## config.mk

```make
export PLATFORM = sky130hd
export DESIGN_NAME = flash_done_poller
export DESIGN_NICKNAME = d
export VERILOG_FILES = /design/src/rtl/fdp_pkg.sv /design/src/rtl/fdp_sync.sv /design/src/rtl/fdp_eval.sv /design/src/rtl/flash_done_poller.sv
export SDC_FILE = /design/constraint.sdc
export NUM_CORES = 1
export LEC_CHECK = 0
export BUFFER_PORTS_ARGS = -buffer_cell sky130_fd_sc_hd__buf_4
export CELL_PAD_IN_SITES_DETAIL_PLACEMENT = 1
export CELL_PAD_IN_SITES_GLOBAL_PLACEMENT = 1
export CORE_UTILIZATION = 43
export DETAILED_ROUTE_END_ITERATION = 12
export PLACE_DENSITY = 0.84
export SLEW_MARGIN = 10
export SYNTH_ARGS = -nofsm -noshare
export SYNTH_HDL_FRONTEND = slang
export SYNTH_SLANG_ARGS = --single-unit
export TNS_END_PERCENT = 20
```

## constraint.sdc

```tcl
create_clock -name clk -period 3.5 [get_ports clk]
set_input_delay 0.7 -clock clk [delete_from_list [all_inputs] [get_ports clk]]
set_output_delay 0.7 -clock clk [all_outputs]
set_load 0.05 [all_outputs]
```

## src/rtl/fdp_pkg.sv

```systemverilog
package fdp_pkg;
    typedef enum logic [2:0] {
        ST_IDLE    = 3'd0,
        ST_ARM     = 3'd1,
        ST_READ    = 3'd2,
        ST_WAIT_RB = 3'd3,
        ST_CONF    = 3'd4
    } fdp_state_e;

    localparam logic [1:0] MODE_DATA   = 2'd0;
    localparam logic [1:0] MODE_TOGGLE = 2'd1;
    localparam logic [1:0] MODE_RDY    = 2'd2;
endpackage

```

## src/rtl/fdp_sync.sv

```systemverilog
module fdp_sync #(
    parameter int STAGES = 2
) (
    input  logic clk,
    input  logic rst_n,
    input  logic din,
    output logic dout
);
    logic [STAGES-1:0] chain_q;

    generate
        for (genvar g = 0; g < STAGES; g++) begin : g_stage
            always_ff @(posedge clk or negedge rst_n) begin
                if (!rst_n) begin
                    chain_q[g] <= 1'b0;
                end else begin
                    chain_q[g] <= (g == 0) ? din : chain_q[(g == 0) ? 0 : g - 1];
                end
            end
        end
    endgenerate

    assign dout = chain_q[STAGES-1];
endmodule

```

## src/rtl/fdp_eval.sv

```systemverilog
module fdp_eval #(
    parameter int DATA_W     = 16,
    parameter int POLAR_BIT  = 7,
    parameter int TOGGLE_BIT = 6
) (
    input  logic [1:0]        mode,
    input  logic              erase,
    input  logic [DATA_W-1:0] data,
    input  logic [DATA_W-1:0] expect_w,
    input  logic              prev_tb,
    input  logic              have_prev,
    output logic              looks_done,
    output logic              data_ok
);
    import fdp_pkg::*;

    always_comb begin
        data_ok = erase ? (&data) : (data == expect_w);
        unique case (mode)
            MODE_TOGGLE: looks_done = have_prev && (data[TOGGLE_BIT] == prev_tb);
            MODE_RDY:    looks_done = 1'b0;
            default:     looks_done = erase ? data[POLAR_BIT]
                                            : (data[POLAR_BIT] == expect_w[POLAR_BIT]);
        endcase
    end
endmodule

```

## src/rtl/flash_done_poller.sv

```systemverilog
module flash_done_poller #(
    parameter int DATA_W        = 16,
    parameter int CNT_W         = 16,
    parameter int PROG_STROBES  = 4,
    parameter int ERASE_STROBES = 6,
    parameter int SYNC_STAGES   = 2,
    parameter int POLAR_BIT     = 7,
    parameter int TOGGLE_BIT    = 6
) (
    input  logic              clk,
    input  logic              rst_n,
    input  logic              start,
    input  logic              op_erase,
    input  logic [1:0]        mode,
    input  logic [DATA_W-1:0] expect_data,
    input  logic [CNT_W-1:0]  poll_limit,
    input  logic              wr_strobe,
    input  logic              ready_in,
    output logic              rd_req,
    input  logic              rd_ack,
    input  logic [DATA_W-1:0] rd_data,
    output logic              busy,
    output logic              done,
    output logic              fail,
    output logic              timeout
);
    import fdp_pkg::*;

    localparam int STB_MAX = (PROG_STROBES > ERASE_STROBES) ? PROG_STROBES : ERASE_STROBES;
    localparam int STB_W   = $clog2(STB_MAX + 1);
    localparam logic [STB_W-1:0] PROG_LAST  = STB_W'(PROG_STROBES - 1);
    localparam logic [STB_W-1:0] ERASE_LAST = STB_W'(ERASE_STROBES - 1);

    typedef struct packed {
        fdp_state_e        state;
        logic              erase;
        logic [1:0]        mode;
        logic [DATA_W-1:0] expect_w;
        logic [CNT_W-1:0]  limit;
        logic [CNT_W-1:0]  cnt;
        logic [STB_W-1:0]  stb;
        logic              prev_tb;
        logic              have_prev;
        logic              conf_second;
        logic              done;
        logic              fail;
        logic              tmo;
    } ctx_t;

    ctx_t ctx_d, ctx_q;

    logic             ready_s;
    logic             looks_done;
    logic             data_ok;
    logic [CNT_W:0]   cnt_inc;
    logic [CNT_W:0]   eff_limit;
    logic             expired;
    logic [STB_W-1:0] stb_last;

    fdp_sync #(.STAGES(SYNC_STAGES)) u_sync (
        .clk   (clk),
        .rst_n (rst_n),
        .din   (ready_in),
        .dout  (ready_s)
    );

    fdp_eval #(
        .DATA_W     (DATA_W),
        .POLAR_BIT  (POLAR_BIT),
        .TOGGLE_BIT (TOGGLE_BIT)
    ) u_eval (
        .mode       (ctx_q.mode),
        .erase      (ctx_q.erase),
        .data       (rd_data),
        .expect_w   (ctx_q.expect_w),
        .prev_tb    (ctx_q.prev_tb),
        .have_prev  (ctx_q.have_prev),
        .looks_done (looks_done),
        .data_ok    (data_ok)
    );

    always_comb begin
        cnt_inc   = {1'b0, ctx_q.cnt} + 1'b1;
        eff_limit = (ctx_q.limit == '0) ? {{CNT_W{1'b0}}, 1'b1} : {1'b0, ctx_q.limit};
        expired   = (cnt_inc >= eff_limit);
        stb_last  = ctx_q.erase ? ERASE_LAST : PROG_LAST;

        ctx_d      = ctx_q;
        ctx_d.done = 1'b0;
        ctx_d.fail = 1'b0;
        ctx_d.tmo  = 1'b0;

        unique case (ctx_q.state)
            ST_IDLE: begin
                if (start) begin
                    ctx_d.state       = ST_ARM;
                    ctx_d.erase       = op_erase;
                    ctx_d.mode        = mode;
                    ctx_d.expect_w    = expect_data;
                    ctx_d.limit       = poll_limit;
                    ctx_d.cnt         = '0;
                    ctx_d.stb         = '0;
                    ctx_d.have_prev   = 1'b0;
                    ctx_d.conf_second = 1'b0;
                end
            end
            ST_ARM: begin
                if (wr_strobe) begin
                    if (ctx_q.stb == stb_last) begin
                        ctx_d.state = (ctx_q.mode == MODE_RDY) ? ST_WAIT_RB : ST_READ;
                    end else begin
                        ctx_d.stb = ctx_q.stb + 1'b1;
                    end
                end
            end
            ST_READ: begin
                if (rd_ack) begin
                    ctx_d.prev_tb   = rd_data[TOGGLE_BIT];
                    ctx_d.have_prev = 1'b1;
                    if (looks_done) begin
                        ctx_d.state = ST_CONF;
                    end else if (expired) begin
                        ctx_d.state = ST_IDLE;
                        ctx_d.tmo   = 1'b1;
                    end else begin
                        ctx_d.cnt = cnt_inc[CNT_W-1:0];
                    end
                end
            end
            ST_WAIT_RB: begin
                if (ready_s) begin
                    ctx_d.state = ST_CONF;
                end else if (expired) begin
                    ctx_d.state = ST_IDLE;
                    ctx_d.tmo   = 1'b1;
                end else begin
                    ctx_d.cnt = cnt_inc[CNT_W-1:0];
                end
            end
            ST_CONF: begin
                if (rd_ack) begin
                    if (!data_ok) begin
                        ctx_d.state = ST_IDLE;
                        ctx_d.fail  = 1'b1;
                    end else if (ctx_q.conf_second) begin
                        ctx_d.state = ST_IDLE;
                        ctx_d.done  = 1'b1;
                    end else begin
                        ctx_d.conf_second = 1'b1;
                    end
                end
            end
            default: ctx_d.state = ST_IDLE;
        endcase
    end

    always_ff @(posedge clk or negedge rst_n) begin
        if (!rst_n) begin
            ctx_q <= '0;
        end else begin
            ctx_q <= ctx_d;
        end
    end

    assign rd_req  = (ctx_q.state == ST_READ) || (ctx_q.state == ST_CONF);
    assign busy    = (ctx_q.state != ST_IDLE);
    assign done    = ctx_q.done;
    assign fail    = ctx_q.fail;
    assign timeout = ctx_q.tmo;
endmodule

```

==> out/qor.txt, run 1 <==
status: finished, final reports clean
TritonCTS buffer count: 9
number of synthesized flops with an enable pin: 0
reg2reg end: ctx_q[23]
1st-pass router iterations: 4
FF-to-FF setup slack: 0.21 ns
LEAKAGE: 2.28 nW
Worst Path Arrival: 3.57 ns
# H-tree levels: 3
crit end category: flip-flop
Final Hold Fails: 0
RSZ-0062 raised after global routing: false
drt wl/cell: 17.3 um
DIE WIDTH: 96.0 um
Synth Flop Type: dfrtp_1
Worst-path clk slew: 0.07 ns
GRT Util Overall: 0.243
VDD IR max: 0.000414 V
worst-skew pair later-pin latency: 0.35 ns
max cap viols: 0
Least-Margin Pin Slew: 0.847 ns
Worst EP required: 3.78 ns
mean post-synth cell area: 9.06 sq um
setup violators final: 0
first-pass GRT wire length: 16700 um
PwrDens: 692 mW/mm^2
Post-Route WL: 10300 um
Synth Instances: 419
drt drc: 0
DP HPWL: 7500 um
yosys warns: 0
Yosys reg bits: 65
most frequent cells in the layout: nand2_1, buf_4, dfrtp_1, o21ai_0, inv_1
cell area after synthesis: 0.00380 sq mm
Critical Setup Path Class: reg -> reg
Clock Skew: 0.0129 ns
area grow syn2layout: 22.6%
Clock Sink Count: 65
Die Y: 96.0 um
Final Slew Violations: 0
HP Start: u_sync.chain_q[0]
input/output buffers: 61
Cell variety after synth: 55
Ports: 62
Final TNS setup: 0 ns
min Tclk post-route: 3.29 ns
DR iter-0 viols: 112
core area: 0.00838 sq mm
post-synthesis net count: 496
Final Cycle Share: 0.941
Initial Utilization: 0.453
DIE AREA: 0.00921 sq mm
vias in the first global route: 3503
class of the worst hold path: reg -> reg
GR Overflow Total: 0
most common cell after layout, fill and taps aside: nand2_1
worst hold endpoint: u_sync.dout
final core occ: 0.555
register area share after synthesis: 0.428
post-detailed-route count of antenna-violating nets: 0
via count: 3250
worst hold stages: 0
root buf cell: clkbuf_8
share of layout cells above drive strength 1: 0.219
Clock Path Buffers: 2
count of nets after finishing: 561
FMAX: 304 MHz
initial antenna violation count: 0
Register-to-Register Path Depth: 13
Antenna Cells: 0
Worst Setup Start Kind: flip-flop
Max-slew headroom: 0.435
Site Rows: 33
critical path peak fanout: 8
drt via density: 5.47
Synth async-reset ratio: 1.00
largest net degree at the start of global routing: 66
Final Wtd Congestion: 0.838
Hold Buf Count CTS: 0
fill cell count: 984
CTS tree: built
r2r startpoint: ctx_q[10]
## report_power, final
group | internal [mW] | switching, mW | leakage [nW] | total (mW)
registers | 1.01 | 0.229 | 0.837 | 1.24
logic | 0.499 | 0.735 | 1.33 | 1.23
clock network | 0.442 | 0.307 | 0.117 | 0.749
total | 1.95 | 1.27 | 2.28 | 3.22
## worst max-delay path by stage
stage                endpoint       from  cells past startpoint  slack [ns]
floorplan           ctx_q[23]   ctx_q[9]                     13        0.36
CTS                 ctx_q[23]   ctx_q[9]                     13        0.07
global placement    ctx_q[23]   ctx_q[9]                     12        0.24
global route        ctx_q[23]  ctx_q[10]                     13        0.03
finish              ctx_q[23]  ctx_q[10]                     13        0.21
detailed placement  ctx_q[23]   ctx_q[9]                     13        0.16
## routing by layer
layer,routed length (um),part of all wire,track usage
met1,4300,0.42,0.289
met2,5440,0.53,0.426
met3,342,0.033,0.0577
met4,197,0.019,0.0858
met5,0,0,0
## logic make-up (layout without fill, tap and decap cells)
logic type	count (synthesis)	count (layout)	synth area share
multiplexers	3	3	0.00890
adder cells (fa/ha/maj)	20	20	0.0659
AND/OR/NAND/NOR	185	185	0.246
flip-flops	65	65	0.428
AO/OA/AOI/OAI	70	70	0.131
XOR/XNOR	32	32	0.0738
buffers and inverters	44	114	0.0458
## flip-flops by register name, summed over array words and instances, names as in the netlist
name            flops
u_sync.dout         1
done                1
u_sync.chain_q      1
timeout             1
fail                1
ctx_q              60
## area by class of cell
| class | count | area (sq um) | area share |
|---|---|---|---|
| well taps | 105 | 131 | 0.0282 |
| flip-flops and latches | 65 | 1630 | 0.350 |
| clock inverters | 4 | 73.8 | 0.0159 |
| clock buffers | 12 | 155 | 0.0333 |
| multi-input cells | 310 | 2020 | 0.434 |
| repair buffers | 71 | 546 | 0.117 |
| inverters | 27 | 101 | 0.0218 |
## critical path: stages, from the launching register on
cell and delay, ns:
dfrtp_1 0.42, ha_4 0.19, nand3_4 0.13, nor2_4 0.20
and4_1 0.27, nand3_1 0.15, xnor2_1 0.16, ha_1 0.33
a21o_1 0.16, a21o_1 0.19, a221oi_4 0.25, nand3_4 0.16
or4b_1 0.52, nand3_1 0.09
## synthesized netlist by cell type, types with 2 or more instances
| master | number | area [sq um] |
|---|---|---|
| ha_1 | 20 | 250 |
| a22o_1 | 6 | 52.6 |
| nor3_1 | 8 | 40.0 |
| o22ai_1 | 4 | 25.0 |
| a21o_1 | 3 | 22.5 |
| buf_2 | 6 | 30.0 |
| nand2_1 | 90 | 338 |
| o21ai_0 | 28 | 140 |
| clkbuf_1 | 7 | 26.3 |
| nor2_1 | 18 | 67.6 |
| buf_1 | 3 | 11.3 |
| inv_1 | 27 | 101 |
| nand4_1 | 12 | 75.1 |
| nor2b_1 | 2 | 12.5 |
| and4_1 | 2 | 17.5 |
| o22a_1 | 2 | 17.5 |
| o211ai_1 | 3 | 22.5 |
| nor4_1 | 6 | 37.5 |
| dfrtp_1 | 65 | 1630 |
| xor2_1 | 20 | 175 |
| nand3b_1 | 3 | 22.5 |
| nand3_4 | 2 | 35.0 |
| and3_1 | 3 | 18.8 |
| mux2_2 | 3 | 33.8 |
| and4_4 | 2 | 22.5 |
| nand3_1 | 18 | 90.1 |
| nor3_2 | 2 | 20.0 |
| a21oi_1 | 11 | 55.1 |
| nand2b_1 | 6 | 37.5 |
| xnor2_1 | 12 | 105 |
## stage by stage
stage | instances | cell area [sq um] | hold WS [ns] | setup WS (ns) | total power, mW
5_1_grt | 594 | 4650 | 0.368 | 0.0305 | 3.47
4_1_cts | 593 | 4610 | 0.353 | 0.0733 | 3.23
3_3_place_gp | 577 | 4380 | 0.335 | 0.244 | 2.38
6_report | 594 | 4650 | 0.349 | 0.206 | 3.22
3_5_place_dp | 577 | 4380 | 0.336 | 0.158 | 2.47
2_1_floorplan | 419 | 3800 | 0.331 | 0.364 | 2.07
## repair_timing
action / CTS / global route
endpoints found under the setup margin: 0 / 18
gates resized for setup: 0 / 6
endpoints found under the hold margin: 0 / 0
setup buffers: 0 / 1
No activity file was read; power rests on OpenSTA's default activity.
==> run 2: changes to the inputs <==
--- a/config.mk
+++ b/config.mk
@@ -8,6 +8,7 @@
 export BUFFER_PORTS_ARGS = -buffer_cell sky130_fd_sc_hd__buf_4
 export CELL_PAD_IN_SITES_DETAIL_PLACEMENT = 1
 export CELL_PAD_IN_SITES_GLOBAL_PLACEMENT = 1
+export CORE_ASPECT_RATIO = 1.4
 export CORE_UTILIZATION = 43
 export DETAILED_ROUTE_END_ITERATION = 12
 export PLACE_DENSITY = 0.84
==> run 2 against run 1 <==
Cell count fell by 0.34%. Flip-flop and latch count did not move. Worst setup slack got worse by 0.0072 ns. Critical endpoint unchanged. Largest power group is now combinational cells.
==> out/qor.txt, run 2 (synthesized netlist as in run 1, its figures left out) <==
drt via density: 5.69 (+4.0%)
Worst Path Arrival: 3.57 ns (about the same)
Die Y: 113 um (+18%)
final core occ: 0.554 (-0.00121)
TritonCTS buffer count: 9 (unchanged)
PwrDens: 726 mW/mm^2 (+4.9%)
Net Switching: 1.36 mW (+6.9%)
r2r startpoint: ctx_q[9]
GRT Util Overall: 0.265 (+0.0224)
Largest Register: ctx_q
vias in the first global route: 3686 (+5.2%)
Seq. cell area: 0.00163 sq mm (about the same)
DR iter-0 viols: 126 (+13%)
setup violators final: 0 (unchanged)
Clk network pwr share: 0.258 (+0.025)
Hold WS: 0.348 ns (-0.00102 ns)
dpl cells: 576 (-0.17%)
area grow syn2layout: 24.9%
first-pass GRT wire length: 18000 um (+8.2%)
drt wl/cell: 19.3 um (+12%)
post-detailed-route count of antenna-violating nets: 0 (unchanged)
class of the worst hold path: reg -> reg
Worst EP required: 3.77 ns (about the same)
post-place instance area: 0.00437 sq mm (-0.14%)
internal power: 2.08 mW (+7.0%)
Worst-path clk slew: 0.05 ns (-0.02 ns)
Critical Setup Path Class: reg -> reg
Post-Route WL: 11500 um (+11%)
Clock Skew: 0.00647 ns (-0.00641 ns)
DIE AREA: 0.00921 sq mm (about the same)
initial antenna violation count: 0 (unchanged)
Worst Setup SP: ctx_q[9]
Tot Pwr: 3.44 mW (+6.9%)
design area: 0.00474 sq mm (+1.9%)
CTS tree: built
Final Cycle Share: 0.943 (+0.00205)
share of layout cells above drive strength 1: 0.236 (+0.0173)
multi-input logic area: 0.00206 sq mm (+2.1%)
core area: 0.00856 sq mm (+2.1%)
largest net degree at the start of global routing: 66 (unchanged)
GR Overflow Total: 0 (unchanged)
Least-Margin Pin Slew: 0.861 ns (+0.0136 ns)
Final TNS setup: 0 ns (unchanged)
most common cell after layout, fill and taps aside: nand2_1
drt drc: 0 (unchanged)
input/output buffers: 61 (unchanged)
critical path peak fanout: 8 (unchanged)
FMAX: 303 MHz (-0.22%)
Final Slew Violations: 0 (unchanged)
Max-slew headroom: 0.426 (-0.00907)
count of nets after finishing: 561 (unchanged)
final setup margin: 0.199 ns (-0.00716 ns)
Layout Cells excl Fill: 592 (-0.34%)
crit end category: flip-flop
Clock Sink Count: 65 (unchanged)
Final Hold Fails: 0 (unchanged)
Antenna Cells: 0 (unchanged)
DIE WIDTH: 81.4 um (-15%)
Site Rows: 40 (+21%)
DP HPWL: 7960 um (+6.1%)
fill cell count: 991 (+0.71%)
worst-skew pair later-pin latency: 0.34 ns (about the same)
HP Start: u_sync.chain_q[0]
1st-pass router iterations: 5 (+1)
RSZ-0062 raised after global routing: false
Initial Utilization: 0.444 (-0.00934)
Gate power share: 0.375 (-0.008)
Ports: 62 (unchanged)
min Tclk post-route: 3.30 ns (+0.00716 ns)
# H-tree levels: 3 (unchanged)
root buf cell: clkbuf_16
post-place setup slack: 0.0809 ns (-0.0769 ns)
max cap viols: 0 (unchanged)
sequential share of power: 0.367 (-0.017)
most frequent cells in the layout: nand2_1, buf_4, dfrtp_1, o21ai_0, inv_1
Worst Setup Start Kind: flip-flop
max FFs per register: 60 (unchanged)
via count: 3370 (+3.7%)
status: finished, final reports clean
Final Wtd Congestion: 0.945 (+13%)
sw frac: 0.395 (about the same)
VDD IR max: 0.000364 V (-12%)
LEAKAGE: 2.32 nW (+1.5%)
Clock Path Buffers: 2 (unchanged)
==> run 2: what timing repair did <==
item | in CTS | in global routing
endpoints found under the setup margin | 0 | 18
gates resized for setup | 0 | 15
buffers inserted | 0 | 2
hold buffers | 0 | 0
==> run 2: path summary, 6_finish.rpt <==
check / end / slack (ns) / cells after the start
hold / removal: u_sync.dout / 0.35 / 0
setup reg to reg: ctx_q[23] / 0.20 / 13
hold reg to reg: u_sync.dout / 0.35 / 0
max in group asynchronous: ctx_q[9] / 2.42 / 1
setup / recovery: ctx_q[23] / 0.20 / 13
min in group asynchronous: ctx_q[19] / 0.45 / 1
==> run 2: worst max-delay path, stage by stage (launching register included) <==
cell and delay [ns]:
dfrtp_2 0.41, ha_4 0.19, nand3_4 0.13, nor2_4 0.18, and4_2 0.30, nand3_2 0.13
xnor2_2 0.16, ha_1 0.33, a21o_1 0.16, a21o_1 0.19, a221oi_4 0.27, nand3_4 0.16
or4b_1 0.53, nand3_1 0.09
==> run 2: layer usage <==
layer  track usage  vias to the layer above  wire, um  part of all wire
met5             0                        -         0                 0
met4         0.157                        0       420             0.037
met3        0.0508                       34       393             0.034
met2         0.478                      108      6370              0.56
met1         0.274                     1661      4260              0.37
li1              -                     1567         -                 -
==> run 2: power by group through the flow <==
stage	logic [mW]	registers (mW)	clock network [mW]
finish	1.29	1.26	0.889
global route	1.44	1.29	0.924
CTS	1.28	1.26	0.898
detailed placement	1.25	1.26	0
global placement	1.16	1.24	0
floorplan	0.916	1.16	0
==> run 2: cell type report <==
cell class | instances | share of cell area
clock inverter | 3 | 0.00897
inverter | 27 | 0.0214
clock buffer | 11 | 0.0512
tap | 105 | 0.0277
multi-input combinational | 310 | 0.435
timing repair buffer | 71 | 0.112
sequential | 65 | 0.344
==> run 3: changes to the inputs <==
--- a/config.mk
+++ b/config.mk
@@ -9,9 +9,9 @@
 export CELL_PAD_IN_SITES_DETAIL_PLACEMENT = 1
 export CELL_PAD_IN_SITES_GLOBAL_PLACEMENT = 1
 export CORE_ASPECT_RATIO = 1.4
-export CORE_UTILIZATION = 43
+export CORE_UTILIZATION = 46
 export DETAILED_ROUTE_END_ITERATION = 12
-export PLACE_DENSITY = 0.84
+export PLACE_DENSITY = 0.89
 export SLEW_MARGIN = 10
 export SYNTH_ARGS = -nofsm -noshare
 export SYNTH_HDL_FRONTEND = slang
==> constraint.sdc (replaced) <==
create_clock -name clk -period 3.9 [get_ports clk]
set_input_delay 0.78 -clock clk [delete_from_list [all_inputs] [get_ports clk]]
set_output_delay 0.78 -clock clk [all_outputs]
set_load 0.05 [all_outputs]
==> run 3 against run 2 <==
Critical path depth is the same. Worst setup slack gained 0.039 ns. Combinational power shrank 16%. Global-route usage grew 0.47 points. Highest routed layer unchanged.
==> out/qor.txt, run 3 (synthesized netlist as in run 1, its figures left out) <==
status: finished, final reports clean
Die Y: 109 um (-3.3%)
Max-slew headroom: 0.438 (+0.0122)
crit end category: flip-flop
FMAX: 273 MHz (-9.9%)
DR iter-0 viols: 150 (+19%)
post-detailed-route count of antenna-violating nets: 0 (unchanged)
Largest Register: ctx_q
vias in the first global route: 3652 (-0.92%)
Antenna Cells: 0 (unchanged)
class of the worst hold path: reg -> reg
Worst-path clk slew: 0.08 ns (+0.03 ns)
CTS tree: built
worst-skew pair later-pin latency: 0.36 ns (+0.02 ns)
final setup margin: 0.238 ns (+0.0393 ns)
Final Slew Violations: 0 (unchanged)
LEAKAGE: 2.24 nW (-3.3%)
area grow syn2layout: 20.1%
min Tclk post-route: 3.66 ns (+0.361 ns)
Final Wtd Congestion: 0.898 (-5.0%)
Top Usage Layer GRT: met2
VDD IR max: 0.000351 V (-3.6%)
GR Util met3: 0.0647 (+0.0139)
Final Hold Fails: 0 (unchanged)
first-pass GRT wire length: 17300 um (-4.0%)
most frequent cells in the layout: nand2_1, dfrtp_1, buf_4, o21ai_0, inv_1
max cap viols: 0 (unchanged)
drt wl/cell: 18.2 um (-6.1%)
Initial Utilization: 0.481 (+0.0374)
met2 global-route usage: 0.520 (+0.0422)
Worst Setup Start Kind: flip-flop
Clock Path Buffers: 2 (unchanged)
drt drc: 0 (unchanged)
Final Cycle Share: 0.939 (-0.00424)
FF-to-FF setup slack: 0.24 ns (+0.04 ns)
core area: 0.00789 sq mm (-7.8%)
most common cell after layout, fill and taps aside: nand2_1
DP HPWL: 7610 um (-4.4%)
input/output buffers: 61 (unchanged)
initial antenna violation count: 0 (unchanged)
max FFs per register: 60 (unchanged)
Site Rows: 38 (-5.0%)
GR Layer Usage met1: 0.264 (-0.00943)
DIE WIDTH: 78.8 um (-3.2%)
1st-pass router iterations: 4 (-1)
RSZ-0062 raised after global routing: false
setup violators final: 0 (unchanged)
Post-Route WL: 10500 um (-7.9%)
count of nets after finishing: 553 (-1.4%)
GR Overflow Total: 0 (unchanged)
Ports: 62 (unchanged)
largest net degree at the start of global routing: 66 (unchanged)
PwrDens: 633 mW/mm^2 (-13%)
root buf cell: clkbuf_8
GRT Util Overall: 0.270 (+0.00469)
Clock Sink Count: 65 (unchanged)
Worst Path Arrival: 3.93 ns (+0.36 ns)
# H-tree levels: 3 (unchanged)
DIE AREA: 0.00862 sq mm (-6.4%)
critical path peak fanout: 8 (unchanged)
share of layout cells above drive strength 1: 0.206 (-0.0303)
via count: 3272 (-2.9%)
Least-Margin Pin Slew: 0.843 ns (-0.0183 ns)
TritonCTS buffer count: 9 (unchanged)
post-CTS setup buffer count: 0 (unchanged)
Clock Skew: 0.00812 ns (+0.00166 ns)
Worst EP required: 4.17 ns (+0.40 ns)
drt via density: 5.63 (-1.1%)
Critical Setup Path Class: reg -> reg
post-place setup slack: 0.192 ns (+0.111 ns)
Final TNS setup: 0 ns (unchanged)
-- run 3: per-stage QoR --
step	hold WS [ns]	area (sq um)	total power, mW	util	instances
after detailed placement	0.347	4320	2.21	0.548	565
after floorplan	0.331	3800	1.86	-	419
after CTS	0.362	4550	2.90	0.577	581
after global routing	0.374	4560	3.10	0.578	581
final	0.361	4560	2.88	0.578	581
after global placement	0.334	4320	2.13	0.548	565
-- run 3: path summary, 6_finish.rpt --
path	start	end	cells past startpoint
min reg2reg	u_sync.chain_q[0]	u_sync.dout	0
min in group asynchronous	rst_n	ctx_q[19]	1
max	ctx_q[9]	ctx_q[15]	13
min	u_sync.chain_q[0]	u_sync.dout	0
max reg2reg	ctx_q[9]	ctx_q[15]	13
max in group asynchronous	rst_n	fail	1
-- run 3: cell type report --
cell class,instances,area (sq um)
clock buffers,11,151
well taps,100,125
multi-input cells,310,2000
inverters,27,101
repair buffers,63,473
fillers,942,3330
clock inverters,5,77.6
flip-flops and latches,65,1630
-- run 3: worst max-delay path: stages, from the launching register on --
cell and delay (ns):
dfrtp_1 0.44, ha_1 0.31, nand3_4 0.15, nor2_4 0.19
and4_1 0.26, nand3_1 0.15, xnor2_1 0.17, ha_1 0.32
a21o_1 0.16, a21o_1 0.19, a221oi_4 0.39, nand3_4 0.18
or2_0 0.42, o22ai_1 0.23
-- run 3: power by group --
part	internal, mW	switching, mW
clock network	0.393	0.278
registers	0.903	0.215
logic	0.433	0.661
-- run 3: repair_timing --
action	CTS	global route
gates resized for setup	0	2
setup endpoints to repair	0	12
hold buffers	0	0
-- run 3: metal layers --
| layer | routed length (um) | share of wire |
|---|---|---|
| met2 | 5890 | 0.56 |
| met5 | 0 | 0 |
| met1 | 4000 | 0.38 |
| met4 | 318 | 0.030 |
| met3 | 336 | 0.032 |
